[src/rtl/codec_init_pkg.sv]
// Shared types and the constant register list for the codec init sequencer.
package codec_init_pkg;

    localparam int ADDR_W = 7;
    localparam int VAL_W  = 9;
    localparam int WORD_W = ADDR_W + VAL_W;

    // Handshake controller states.
    typedef enum logic [1:0] {
        HS_ARM  = 2'd0,   // wait for done low before the first request
        HS_REQ  = 2'd1,   // request raised, wait for done high
        HS_DROP = 2'd2,   // request dropped, wait for done low
        HS_FIN  = 2'd3    // list finished, idle for good
    } hs_state_t;

    // Pack one register write into a transfer word.
    function automatic logic [WORD_W-1:0] pack_entry(input logic [ADDR_W-1:0] a,
                                                     input logic [VAL_W-1:0]  v);
        return {a, v};
    endfunction

    // Constant register list; indices past the end return zero.
    function automatic logic [WORD_W-1:0] list_entry(input int unsigned idx);
        case (idx)
            0:       return pack_entry(7'h0F, 9'h000);
            1:       return pack_entry(7'h00, 9'h017);
            2:       return pack_entry(7'h01, 9'h017);
            3:       return pack_entry(7'h02, 9'h079);
            4:       return pack_entry(7'h03, 9'h079);
            5:       return pack_entry(7'h04, 9'h012);
            6:       return pack_entry(7'h05, 9'h000);
            7:       return pack_entry(7'h06, 9'h000);
            8:       return pack_entry(7'h07, 9'h00A);
            9:       return pack_entry(7'h08, 9'h000);
            10:      return pack_entry(7'h09, 9'h001);
            default: return '0;
        endcase
    endfunction

endpackage

[src/rtl/init_list_rom.sv]
// Constant lookup of the register list.
// Assumes: idx < N_ENTRIES; the table is built from the package function.
module init_list_rom
    import codec_init_pkg::*;
#(
    parameter int N_ENTRIES = 11,
    parameter int IDX_W     = $clog2(N_ENTRIES)
) (
    input  logic [IDX_W-1:0]  idx,
    output logic [WORD_W-1:0] word
);

    logic [WORD_W-1:0] table_q [N_ENTRIES];

    // Build one constant table slot per list entry.
    for (genvar g = 0; g < N_ENTRIES; g++) begin : g_slot
        assign table_q[g] = list_entry(g);
    end

    // Select the slot named by the index.
    always_comb begin
        word = '0;
        for (int i = 0; i < N_ENTRIES; i++) begin
            if (idx == IDX_W'(i)) word = table_q[i];
        end
    end

endmodule

[src/rtl/entry_counter.sv]
// Index of the list entry in flight.
// Assumes: inc is never asserted while last is high.
module entry_counter #(
    parameter int N_ENTRIES = 11,
    parameter int IDX_W     = $clog2(N_ENTRIES)
) (
    input  logic             clk,
    input  logic             rst_n,
    input  logic             inc,
    output logic [IDX_W-1:0] idx,
    output logic             last
);

    localparam logic [IDX_W-1:0] LAST_IDX = IDX_W'(N_ENTRIES - 1);

    // Advance the index by one when the controller closes a handshake.
    always_ff @(posedge clk) begin
        if (!rst_n)   idx <= '0;
        else if (inc) idx <= idx + 1'b1;
    end

    // Flag the final entry.
    always_comb last = (idx == LAST_IDX);

endmodule

[src/rtl/hs_ctrl.sv]
// Four-phase start/done controller for the outer loop. Progress is driven only
// by the level of done; no latency of the lower engine is assumed.
module hs_ctrl
    import codec_init_pkg::*;
(
    input  logic clk,
    input  logic rst_n,
    input  logic done_i,
    input  logic last_i,
    output logic start_o,
    output logic advance_o,
    output logic finished_o
);

    hs_state_t state, state_nx;

    // State register.
    always_ff @(posedge clk) begin
        if (!rst_n) state <= HS_ARM;
        else        state <= state_nx;
    end

    // Next-state and advance decode.
    always_comb begin
        state_nx  = state;
        advance_o = 1'b0;
        case (state)
            HS_ARM:  if (!done_i) state_nx = HS_REQ;
            HS_REQ:  if (done_i)  state_nx = HS_DROP;
            HS_DROP: if (!done_i) begin
                         if (last_i) state_nx = HS_FIN;
                         else begin
                             state_nx  = HS_REQ;
                             advance_o = 1'b1;
                         end
                     end
            default: state_nx = HS_FIN;
        endcase
    end

    // Outputs decoded from the registered state.
    always_comb begin
        start_o    = (state == HS_REQ);
        finished_o = (state == HS_FIN);
    end

endmodule

[src/rtl/codec_init_seq.sv]
// Top of the codec register initialization sequencer: walks the constant list
// and hands each word to the lower write engine over a four-phase handshake.
// Assumes: the engine holds done until start falls and pulses err as needed.
module codec_init_seq
    import codec_init_pkg::*;
#(
    parameter int N_ENTRIES = 11,
    localparam int IDX_W    = $clog2(N_ENTRIES)
) (
    input  logic              clk,
    input  logic              rst_n,
    input  logic              xfer_done,
    input  logic              xfer_err,
    output logic              xfer_start,
    output logic [WORD_W-1:0] xfer_word,
    output logic              init_done,
    output logic              init_err
);

    logic [IDX_W-1:0] idx;
    logic             last, advance;

    entry_counter #(.N_ENTRIES(N_ENTRIES), .IDX_W(IDX_W)) u_cnt (
        .clk(clk), .rst_n(rst_n), .inc(advance), .idx(idx), .last(last)
    );

    init_list_rom #(.N_ENTRIES(N_ENTRIES), .IDX_W(IDX_W)) u_rom (
        .idx(idx), .word(xfer_word)
    );

    hs_ctrl u_hs (
        .clk(clk), .rst_n(rst_n), .done_i(xfer_done), .last_i(last),
        .start_o(xfer_start), .advance_o(advance), .finished_o(init_done)
    );

    // Sticky collection of engine errors.
    always_ff @(posedge clk) begin
        if (!rst_n)        init_err <= 1'b0;
        else if (xfer_err) init_err <= 1'b1;
    end

endmodule

[config.mk]
export PLATFORM = sky130hd
export DESIGN_NAME = codec_init_seq
export DESIGN_NICKNAME = d
export VERILOG_FILES = /design/src/rtl/codec_init_pkg.sv /design/src/rtl/init_list_rom.sv /design/src/rtl/entry_counter.sv /design/src/rtl/hs_ctrl.sv /design/src/rtl/codec_init_seq.sv
export SDC_FILE = /design/constraint.sdc
export NUM_CORES = 1
export LEC_CHECK = 0
export BUFFER_PORTS_ARGS = -buffer_cell sky130_fd_sc_hd__buf_4
export CORE_MARGIN = 3
export CORE_UTILIZATION = 40
export DETAILED_ROUTE_END_ITERATION = 6
export PLACE_DENSITY = 0.65
export SLEW_MARGIN = 20
export SYNTH_ARGS = -nofsm -noshare
export SYNTH_HDL_FRONTEND = slang
export SYNTH_HIERARCHICAL = 1
export SYNTH_SLANG_ARGS = --single-unit
[constraint.sdc]
create_clock -name clk -period 2 [get_ports clk]
set_clock_uncertainty 0.15 [all_clocks]
set_input_delay 0.2 -clock clk [delete_from_list [all_inputs] [get_ports clk]]
set_output_delay 0.2 -clock clk [all_outputs]
set_load 0.01 [all_outputs]
==> impl_metrics.tcl, run 1 <==
set metrics [dict create \
    gp_congestion 0.812 \
    ant_nets 0 \
    initial_core_util_pct 46.8 \
    synthDistinctLibCells 35 \
    ys_ff_latch 7 \
    rows 12 \
    die_x_microns 43.7 \
    core-area_sq_um 1220 \
    setup_violations 0 \
    finalNetCount 94 \
    worstPathRequired_ns 1.65 \
    post-cts-setup-buffer-count 0 \
    numClockSinks 7 \
    yosysWarnings 6 \
    firstDrtPassIters 4 \
    synthCells 68 \
    syn_avg_cell_area_sq_um 8.37 \
    crit_arrival_ns 1.53 \
    cp-end-kind "primary output" \
    drt_wl_total_microns 1090 \
    worstSkewPairLatency_ns 0.25 \
    area.growth.synth_to_final_pct 25.9 \
    cts_tree "yes" \
    hold_depth 2 \
    ios 23 \
    synth_area_leaders "dfxtp_1, buf_4, ha_1, a21oi_1, and2_1" \
    holdPathEnd "u_hs/state[0]" \
    async_reset_ff_share_pct 0 \
    min_from "xfer_done" \
    min_path_type "in2reg" \
    seq_area_frac_synth_pct 24.6 \
    min_period_ns 1.88 \
    ys.flop_type "dfxtp_1" \
    wl_per_cell_microns 10.8 \
    drtIter0Drc 7 \
    die_h_microns 43.7 \
    dp_hpwl_microns 823 \
    grt_first_pass_wirelength_microns 1680 \
    dieArea_sq_um 1910 \
    grt_overflow 0 \
    clockBufferDepth 2 \
    synth.top_cell.area_share_pct 24.6 \
    h-tree-depth 1 \
    r2r_setup_slack_ns 0.33 \
    vias_per_cell 4.97 \
    power.leakage_nw 0.362 \
    power_density_nw_per_um2 448 \
    worst-r2r-cell-count 7 \
    rr_endpoint "u_cnt/idx[3]" \
    whs_ns 0.0164 \
    portBuffers 17 \
    synth_top_area_cell "dfxtp_1" \
    vias 502 \
    outcome "completed" \
    synth-edff-count 0 \
    worstSetupPathType "reg2out" \
    ctsRootBufferMaster "clkbuf_4" \
    cts_buffers 3 \
    fmax_mhz 532 \
    n_antenna_cell 0 \
    maxCapViolCount 0 \
    grt_max_degree 17 \
    critPathMaxFanout 15 \
    grt_pass1_vias 384 \
    drc 0 \
    rsz0062_at_grt "false" \
    syn-cell-area_sq_um 569 \
    period_share_pct 94.0 \
    drv_slew 0 \
    fillers 114 \
    tns_ns 0 \
    r2r_start "u_cnt/idx[0]" \
    clk_pin_slew_ns 0.05 \
    cp-start-kind "register" \
    grt_antenna_before_repair 0 \
    drive_above_1_share_pct 32.2 \
    vdd.ir_drop.worst_v 0.000370 \
    grt_use_total_pct 11.3 \
    hold_viol 0 \
]
synth_stat cells, types with 3 or more instances:
| cell type | count |
|---|---|
| buf_4 | 6 |
| dfxtp_1 | 7 |
| a21oi_1 | 4 |
| inv_1 | 3 |
| nor2_1 | 4 |
| and2_1 | 3 |
| buf_2 | 3 |
| nor2b_1 | 3 |
cell families after synthesis:
group | after synthesis | share of synthesized area, %
AOI/OAI and AO/OA | 15 | 18.5
xor gates and xnor gates | 2 | 3.08
muxes | 1 | 1.76
other | 1 | 0.659
adders and majority gates | 2 | 4.39
buffers and inverters | 13 | 14.5
and+or+nand+nor | 27 | 32.5
DFF | 7 | 24.6
registers in the layout, summed over array words and instances, names as in the netlist:
signal / count
init_err: 1
u_cnt/idx: 4
u_hs/state: 2
cell type report:
cell class | count | area, sq um | share of cell area, %
Clock buffer | 4 | 26.3 | 3.66
Inverter | 3 | 11.3 | 1.57
Multi-Input combinational cell | 52 | 362 | 50.4
Sequential cell | 7 | 140 | 19.5
Tap cell | 14 | 17.5 | 2.44
Timing Repair Buffer | 21 | 160 | 22.3
where the power goes:
part | total, mW | switching [mW] | internal [mW] | leakage, nW
registers | 0.147 | 0.00276 | 0.144 | 0.0571
clock network | 0.124 | 0.0486 | 0.0759 | 0.0150
logic | 0.0502 | 0.0254 | 0.0248 | 0.290
total | 0.321 | 0.0767 | 0.245 | 0.362
critical path, stage by stage (launching register included):
cell and delay [ns]:
dfxtp_1 0.56, and4bb_2 0.28, or3_1 0.30, buf_4 0.15
worst max path at each step:
stage / to / cells after the start / start
3_3_place_gp: u_cnt/idx[3] / 7 / u_cnt/idx[0]
5_1_grt: xfer_word[3] / 3 / u_cnt/idx[3]
4_1_cts: xfer_word[3] / 3 / u_cnt/idx[3]
2_1_floorplan: u_cnt/idx[3] / 7 / u_cnt/idx[0]
3_5_place_dp: u_cnt/idx[3] / 5 / u_cnt/idx[2]
6_report: xfer_word[3] / 3 / u_cnt/idx[3]
cells in the final DEF, fill, tap and decap left out, types with 2 or more instances in the layout:
cell type  count
buf_4         20
dfxtp_1        7
conb_1         5
nor2_1         4
a21oi_1        4
clkbuf_4       3
inv_1          3
nor2b_1        3
and2_1         3
nand3b_1       2
nand2b_1       2
nand2_1        2
ha_1           2
nor3b_1        2
nor4b_1        2
or3_1          2
o21ai_0        2
metal layers:
layer / global-route usage [%] / wire length, microns / vias up
met4: 1.81 / 0 / 0
met3: 4.98 / 79 / 0
met2: 16.6 / 506 / 13
met5: 0 / 0 / -
met1: 15.4 / 500 / 225
li1: - / - / 264
metrics by stage:
stage          cells  utilization [%]  setup WS [ns]  power [mW]  instance area [sq um]
2_1_floorplan     72                -          0.280       0.183                    584
3_3_place_gp      96             56.0          0.330       0.198                    681
3_5_place_dp      96             56.0          0.313       0.198                    681
4_1_cts          101             59.0          0.105       0.328                    717
5_1_grt          101             59.0         0.0287       0.339                    717
6_report         101             59.0          0.121       0.321                    717
repair_timing:
item                      4_1_cts  5_1_grt
gates resized for setup         0        0
hold buffers                    1        0
hold endpoints to repair        1        0
Power figures use the tool's default switching activity.
==> run 2: changes to the inputs <==
--- a/config.mk
+++ b/config.mk
@@ -9,6 +9,7 @@
 export CORE_MARGIN = 3
 export CORE_UTILIZATION = 40
 export DETAILED_ROUTE_END_ITERATION = 6
+export GPL_TIMING_DRIVEN = 0
 export PLACE_DENSITY = 0.65
 export SLEW_MARGIN = 20
 export SYNTH_ARGS = -nofsm -noshare
==> run 2 against run 1 <==
  * Critical path depth increased by 2
  * Power increased by 2.4%
  * Clock-buffer cell count unchanged
  * First-iteration DRC count unchanged
  * Register-to-register slack got worse by 0.15 ns
  * Via count increased by 5.8%
  * Sequential share of layout area decreased by 1.3 points
==> impl_metrics.tcl, run 2 (synthesized netlist as in run 1, its figures left out) <==
set metrics [dict create \
    p_total_mw 0.329 \
    grt_max_degree 11 \
    power.leakage_nw 0.407 \
    crit_arrival_ns 1.57 \
    ios 23 \
    drtIter0Drc 7 \
    hold_depth 2 \
    clk_pin_slew_ns 0.05 \
    worstSkewPairLatency_ns 0.25 \
    die_x_microns 43.7 \
    initial_core_util_pct 46.8 \
    largest-register "u_cnt/idx" \
    fin_ws_ns 0.0755 \
    power_density_nw_per_um2 425 \
    fmax_mhz 520 \
    final_area_sq_um 773 \
    portBuffers 17 \
    stdcell_count 108 \
    regArea_sq_um 141 \
    dp_hpwl_microns 903 \
    drive_above_1_share_pct 40.4 \
    min_path_type "in2reg" \
    dpl_cell_area_sq_um 729 \
    worstSetupPathType "reg2out" \
    grt_first_pass_wirelength_microns 1790 \
    final_core_util_pct 63.6 \
    rsz0062_at_grt "true" \
    min_period_ns 1.92 \
    drc 0 \
    n_antenna_cell 0 \
    cts_buffers 3 \
    ctsRootBufferMaster "clkbuf_4" \
    vias 531 \
    grt_pass1_vias 394 \
    h-tree-depth 1 \
    drt_wl_total_microns 1190 \
    die_h_microns 43.7 \
    setup_violations 0 \
    multiInputGateArea_sq_um 368 \
    min_from "xfer_done" \
    dieArea_sq_um 1910 \
    r2r_setup_slack_ns 0.18 \
    tns_ns 0 \
    cts_tree "yes" \
    pre_cts_slack_ns 0.0946 \
    rr_endpoint "u_cnt/idx[3]" \
    largest_reg_flops 4 \
    grt_overflow 0 \
    vias_per_cell 4.92 \
    final_common_cell "buf_4" \
    largest_registers "u_cnt/idx: 4 flops, u_hs/state: 2 flops, init_err: 1 flops" \
    finalNetCount 101 \
    clockBufferDepth 2 \
    drv_slew 0 \
    vdd.ir_drop.worst_v 0.000600 \
    whs_ns 0.0139 \
    maxCapViolCount 0 \
    worstPathRequired_ns 1.65 \
    most-common-layout-cells "buf_4, dfxtp_1, conb_1" \
    cp-end-kind "primary output" \
    firstDrtPassIters 4 \
    period_share_pct 96.2 \
    ant_nets 0 \
    gp_congestion 0.724 \
    wl_per_cell_microns 11.0 \
    holdPathEnd "u_hs/state[0]" \
    core-area_sq_um 1220 \
    cp-start-kind "register" \
    outcome "completed" \
    area.growth.synth_to_final_pct 35.8 \
    r2r_start "u_cnt/idx[0]" \
    grt_use_total_pct 12.4 \
    grt_antenna_before_repair 0 \
    fillers 117 \
    rows 12 \
    numClockSinks 7 \
    critPathMaxFanout 10 \
    dp_cells 103 \
    worst-r2r-cell-count 7 \
    hold_viol 0 \
]
-- run 2: changes by cell type in the layout (fill, tap and decap cells not counted), sizes merged --
cell	previous run	this run
buf	20	27
-- run 2: cell type report --
cell class / count / area share (%)
Buffer: 10 / 9.22
Clock buffer: 4 / 3.40
Inverter: 3 / 1.46
Multi-Input combinational cell: 52 / 47.6
Sequential cell: 7 / 18.3
Tap cell: 14 / 2.27
Timing Repair Buffer: 18 / 17.8
-- run 2: routing by layer --
metal	share of wire, %	GRT usage (%)	up-vias
met5	0	0	-
li1	-	-	280
met4	0	0	0
met1	43	16.1	237
met2	50	19.5	14
met3	7.0	6.22	0
-- run 2: what timing repair did --
action,in CTS,in global routing
gates resized for setup,0,3
hold buffers,1,0
setup buffers,0,0
setup endpoints to repair,0,6
hold endpoints to repair,1,0
-- run 2: how the worst max path moves through the flow --
stage                 startpoint      endpoint  slack, ns  cells after the start
floorplan           u_cnt/idx[0]  u_cnt/idx[3]       0.28                      7
global placement    u_cnt/idx[0]  u_cnt/idx[3]       0.15                      7
detailed placement  u_cnt/idx[0]  u_cnt/idx[3]       0.09                      7
CTS                 u_cnt/idx[2]  xfer_word[6]       0.05                      5
global route        u_cnt/idx[0]  xfer_word[6]      -0.03                      5
finish              u_cnt/idx[1]  xfer_word[6]       0.08                      5
-- run 2: worst max-delay path, cell delays in order, from the launching register on --
cell and delay, ns:
dfxtp_1 0.37, buf_2 0.20, or3b_1 0.39, a21oi_2 0.14, buf_4 0.11, buf_4 0.10
-- run 2: where the power goes --
group	leakage, nW	switching (mW)	internal (mW)
clock	0.0150	0.0487	0.0759
sequential	0.0576	0.00396	0.144
combinational	0.335	0.0256	0.0308
==> run 3: changes to the inputs <==
--- a/config.mk
+++ b/config.mk
@@ -6,11 +6,11 @@
 export NUM_CORES = 1
 export LEC_CHECK = 0
 export BUFFER_PORTS_ARGS = -buffer_cell sky130_fd_sc_hd__buf_4
-export CORE_MARGIN = 3
-export CORE_UTILIZATION = 40
+export CORE_AREA = 3 3 40 42
 export DETAILED_ROUTE_END_ITERATION = 6
+export DIE_AREA = 0 0 43 45
 export GPL_TIMING_DRIVEN = 0
-export PLACE_DENSITY = 0.65
+export PLACE_DENSITY = 0.69
 export SLEW_MARGIN = 20
 export SYNTH_ARGS = -nofsm -noshare
 export SYNTH_HDL_FRONTEND = slang
==> run 3 against run 2 <==
  * Via count is 2.4% lower
  * Highest routed layer is now met4
  * Combinational power down 2%
  * Critical endpoint unchanged
  * Largest cell class unchanged
  * Setup slack better by 0.0081 ns
  * Clock power hardly changed
  * Cell count increased by 0.93%
==> impl_metrics.tcl, run 3 (synthesized netlist as in run 1, its figures left out) <==
set metrics [dict create \
    outcome "completed" \
    crit_arrival_ns 1.57 \
    finalNetCount 101 \
    worstPathRequired_ns 1.65 \
    fillers 131 \
    area.growth.synth_to_final_pct 38.5 \
    ant_nets 0 \
    drtIter0Drc 0 \
    stdcell_count 109 \
    rows 13 \
    dp_hpwl_microns 817 \
    min_path_type "in2reg" \
    vias 518 \
    dpl_cell_area_sq_um 731 \
    ios 23 \
    critPathMaxFanout 10 \
    h-tree-depth 1 \
    clockBufferDepth 2 \
    power.leakage_nw 0.407 \
    most-common-layout-cells "buf_4, conb_1, dfxtp_1, nor2_1, a21oi_1" \
    dieArea_sq_um 1940 \
    initial_core_util_pct 44.3 \
    tns_ns 0 \
    drv_slew 0 \
    vias_per_cell 4.75 \
    firstDrtPassIters 1 \
    worstSkewPairLatency_ns 0.25 \
    die_x_microns 43 \
    final_common_cell "buf_4" \
    setup_violations 0 \
    die_h_microns 45 \
    drc 0 \
    fmax_mhz 522 \
    grt_pass1_vias 454 \
    hold_viol 0 \
    core-area_sq_um 1280 \
    maxCapViolCount 0 \
    largest_registers "u_cnt/idx: 4 flops, u_hs/state: 2 flops, init_err: 1 flops" \
    dp_cells 104 \
    whs_ns 0.0139 \
    vdd.ir_drop.worst_v 0.000290 \
    clk_pin_slew_ns 0.05 \
    drt_wl_total_microns 1070 \
    cp-end-kind "primary output" \
    grt_first_pass_wirelength_microns 1810 \
    rsz0062_at_grt "false" \
    grt_overflow 0 \
    portBuffers 17 \
    p_total_mw 0.326 \
    cts_tree "yes" \
    final_area_sq_um 788 \
    grt_antenna_before_repair 0 \
    cp-start-kind "register" \
    drive_above_1_share_pct 41.5 \
    worstSetupPathType "reg2out" \
    ctsRootBufferMaster "clkbuf_4" \
    cts_buffers 3 \
    largest-register "u_cnt/idx" \
    period_share_pct 95.8 \
    wl_per_cell_microns 9.83 \
    min_period_ns 1.92 \
    grt_max_degree 11 \
    numClockSinks 7 \
    post-cts-setup-buffer-count 0 \
    power_density_nw_per_um2 414 \
    gp_congestion 0.714 \
    largest_reg_flops 4 \
    grt_use_total_pct 12.6 \
    n_antenna_cell 0 \
]
-- run 3: per-stage QoR --
step	worst slack [ns]	util, %
after floorplan	0.280	-
after global placement	0.140	56.9
after detailed placement	0.115	56.9
after CTS	0.0149	59.7
after global routing	0.00257	61.3
final	0.0836	61.3
-- run 3: repair_timing --
item	4_1_cts	5_1_grt
resized for setup	0	10
hold buffers	1	0
endpoints found under the hold margin	1	0
endpoints found under the setup margin	0	5
-- run 3: worst max-delay path: stages (launching register included) --
cell	delay, ns
dfxtp_4	0.36
buf_4	0.17
or3b_4	0.41
a21oi_4	0.16
buf_4	0.12
buf_4	0.10
-- run 3: area by class of cell --
| type | instances | area (sq um) | share of cell area (%) |
|---|---|---|---|
| plain buffers | 10 | 76.3 | 9.68 |
| clock buffers | 4 | 26.3 | 3.33 |
| inverters | 3 | 11.3 | 1.43 |
| multi-input cells | 52 | 372 | 47.1 |
| flip-flops and latches | 7 | 146 | 18.6 |
| well taps | 15 | 18.8 | 2.38 |
| repair buffers | 18 | 138 | 17.5 |
-- run 3: final timing paths --
check,from,cells after the start,end,slack [ns]
worst min-delay path,xfer_done,2,u_hs/state[0],0.01
worst min register to register,init_err,1,init_err,0.32
worst max register to register,u_cnt/idx[0],7,u_cnt/idx[3],0.20
worst max-delay path,u_cnt/idx[1],5,xfer_word[6],0.08
-- run 3: report_power, final --
| part | switching (mW) | internal (mW) |
|---|---|---|
| Sequential | 0.00403 | 0.143 |
| Clock | 0.0478 | 0.0758 |
| Combinational | 0.0245 | 0.0311 |
| Total | 0.0763 | 0.250 |
-- run 3: per-layer routing --
layer | vias to the layer above | GRT usage [%] | wire [microns]
li1 | 277 | - | -
met1 | 220 | 14.5 | 472
met2 | 19 | 19.8 | 470
met3 | 2 | 2.79 | 96
met4 | 0 | 10.8 | 32
met5 | - | 0 | 0
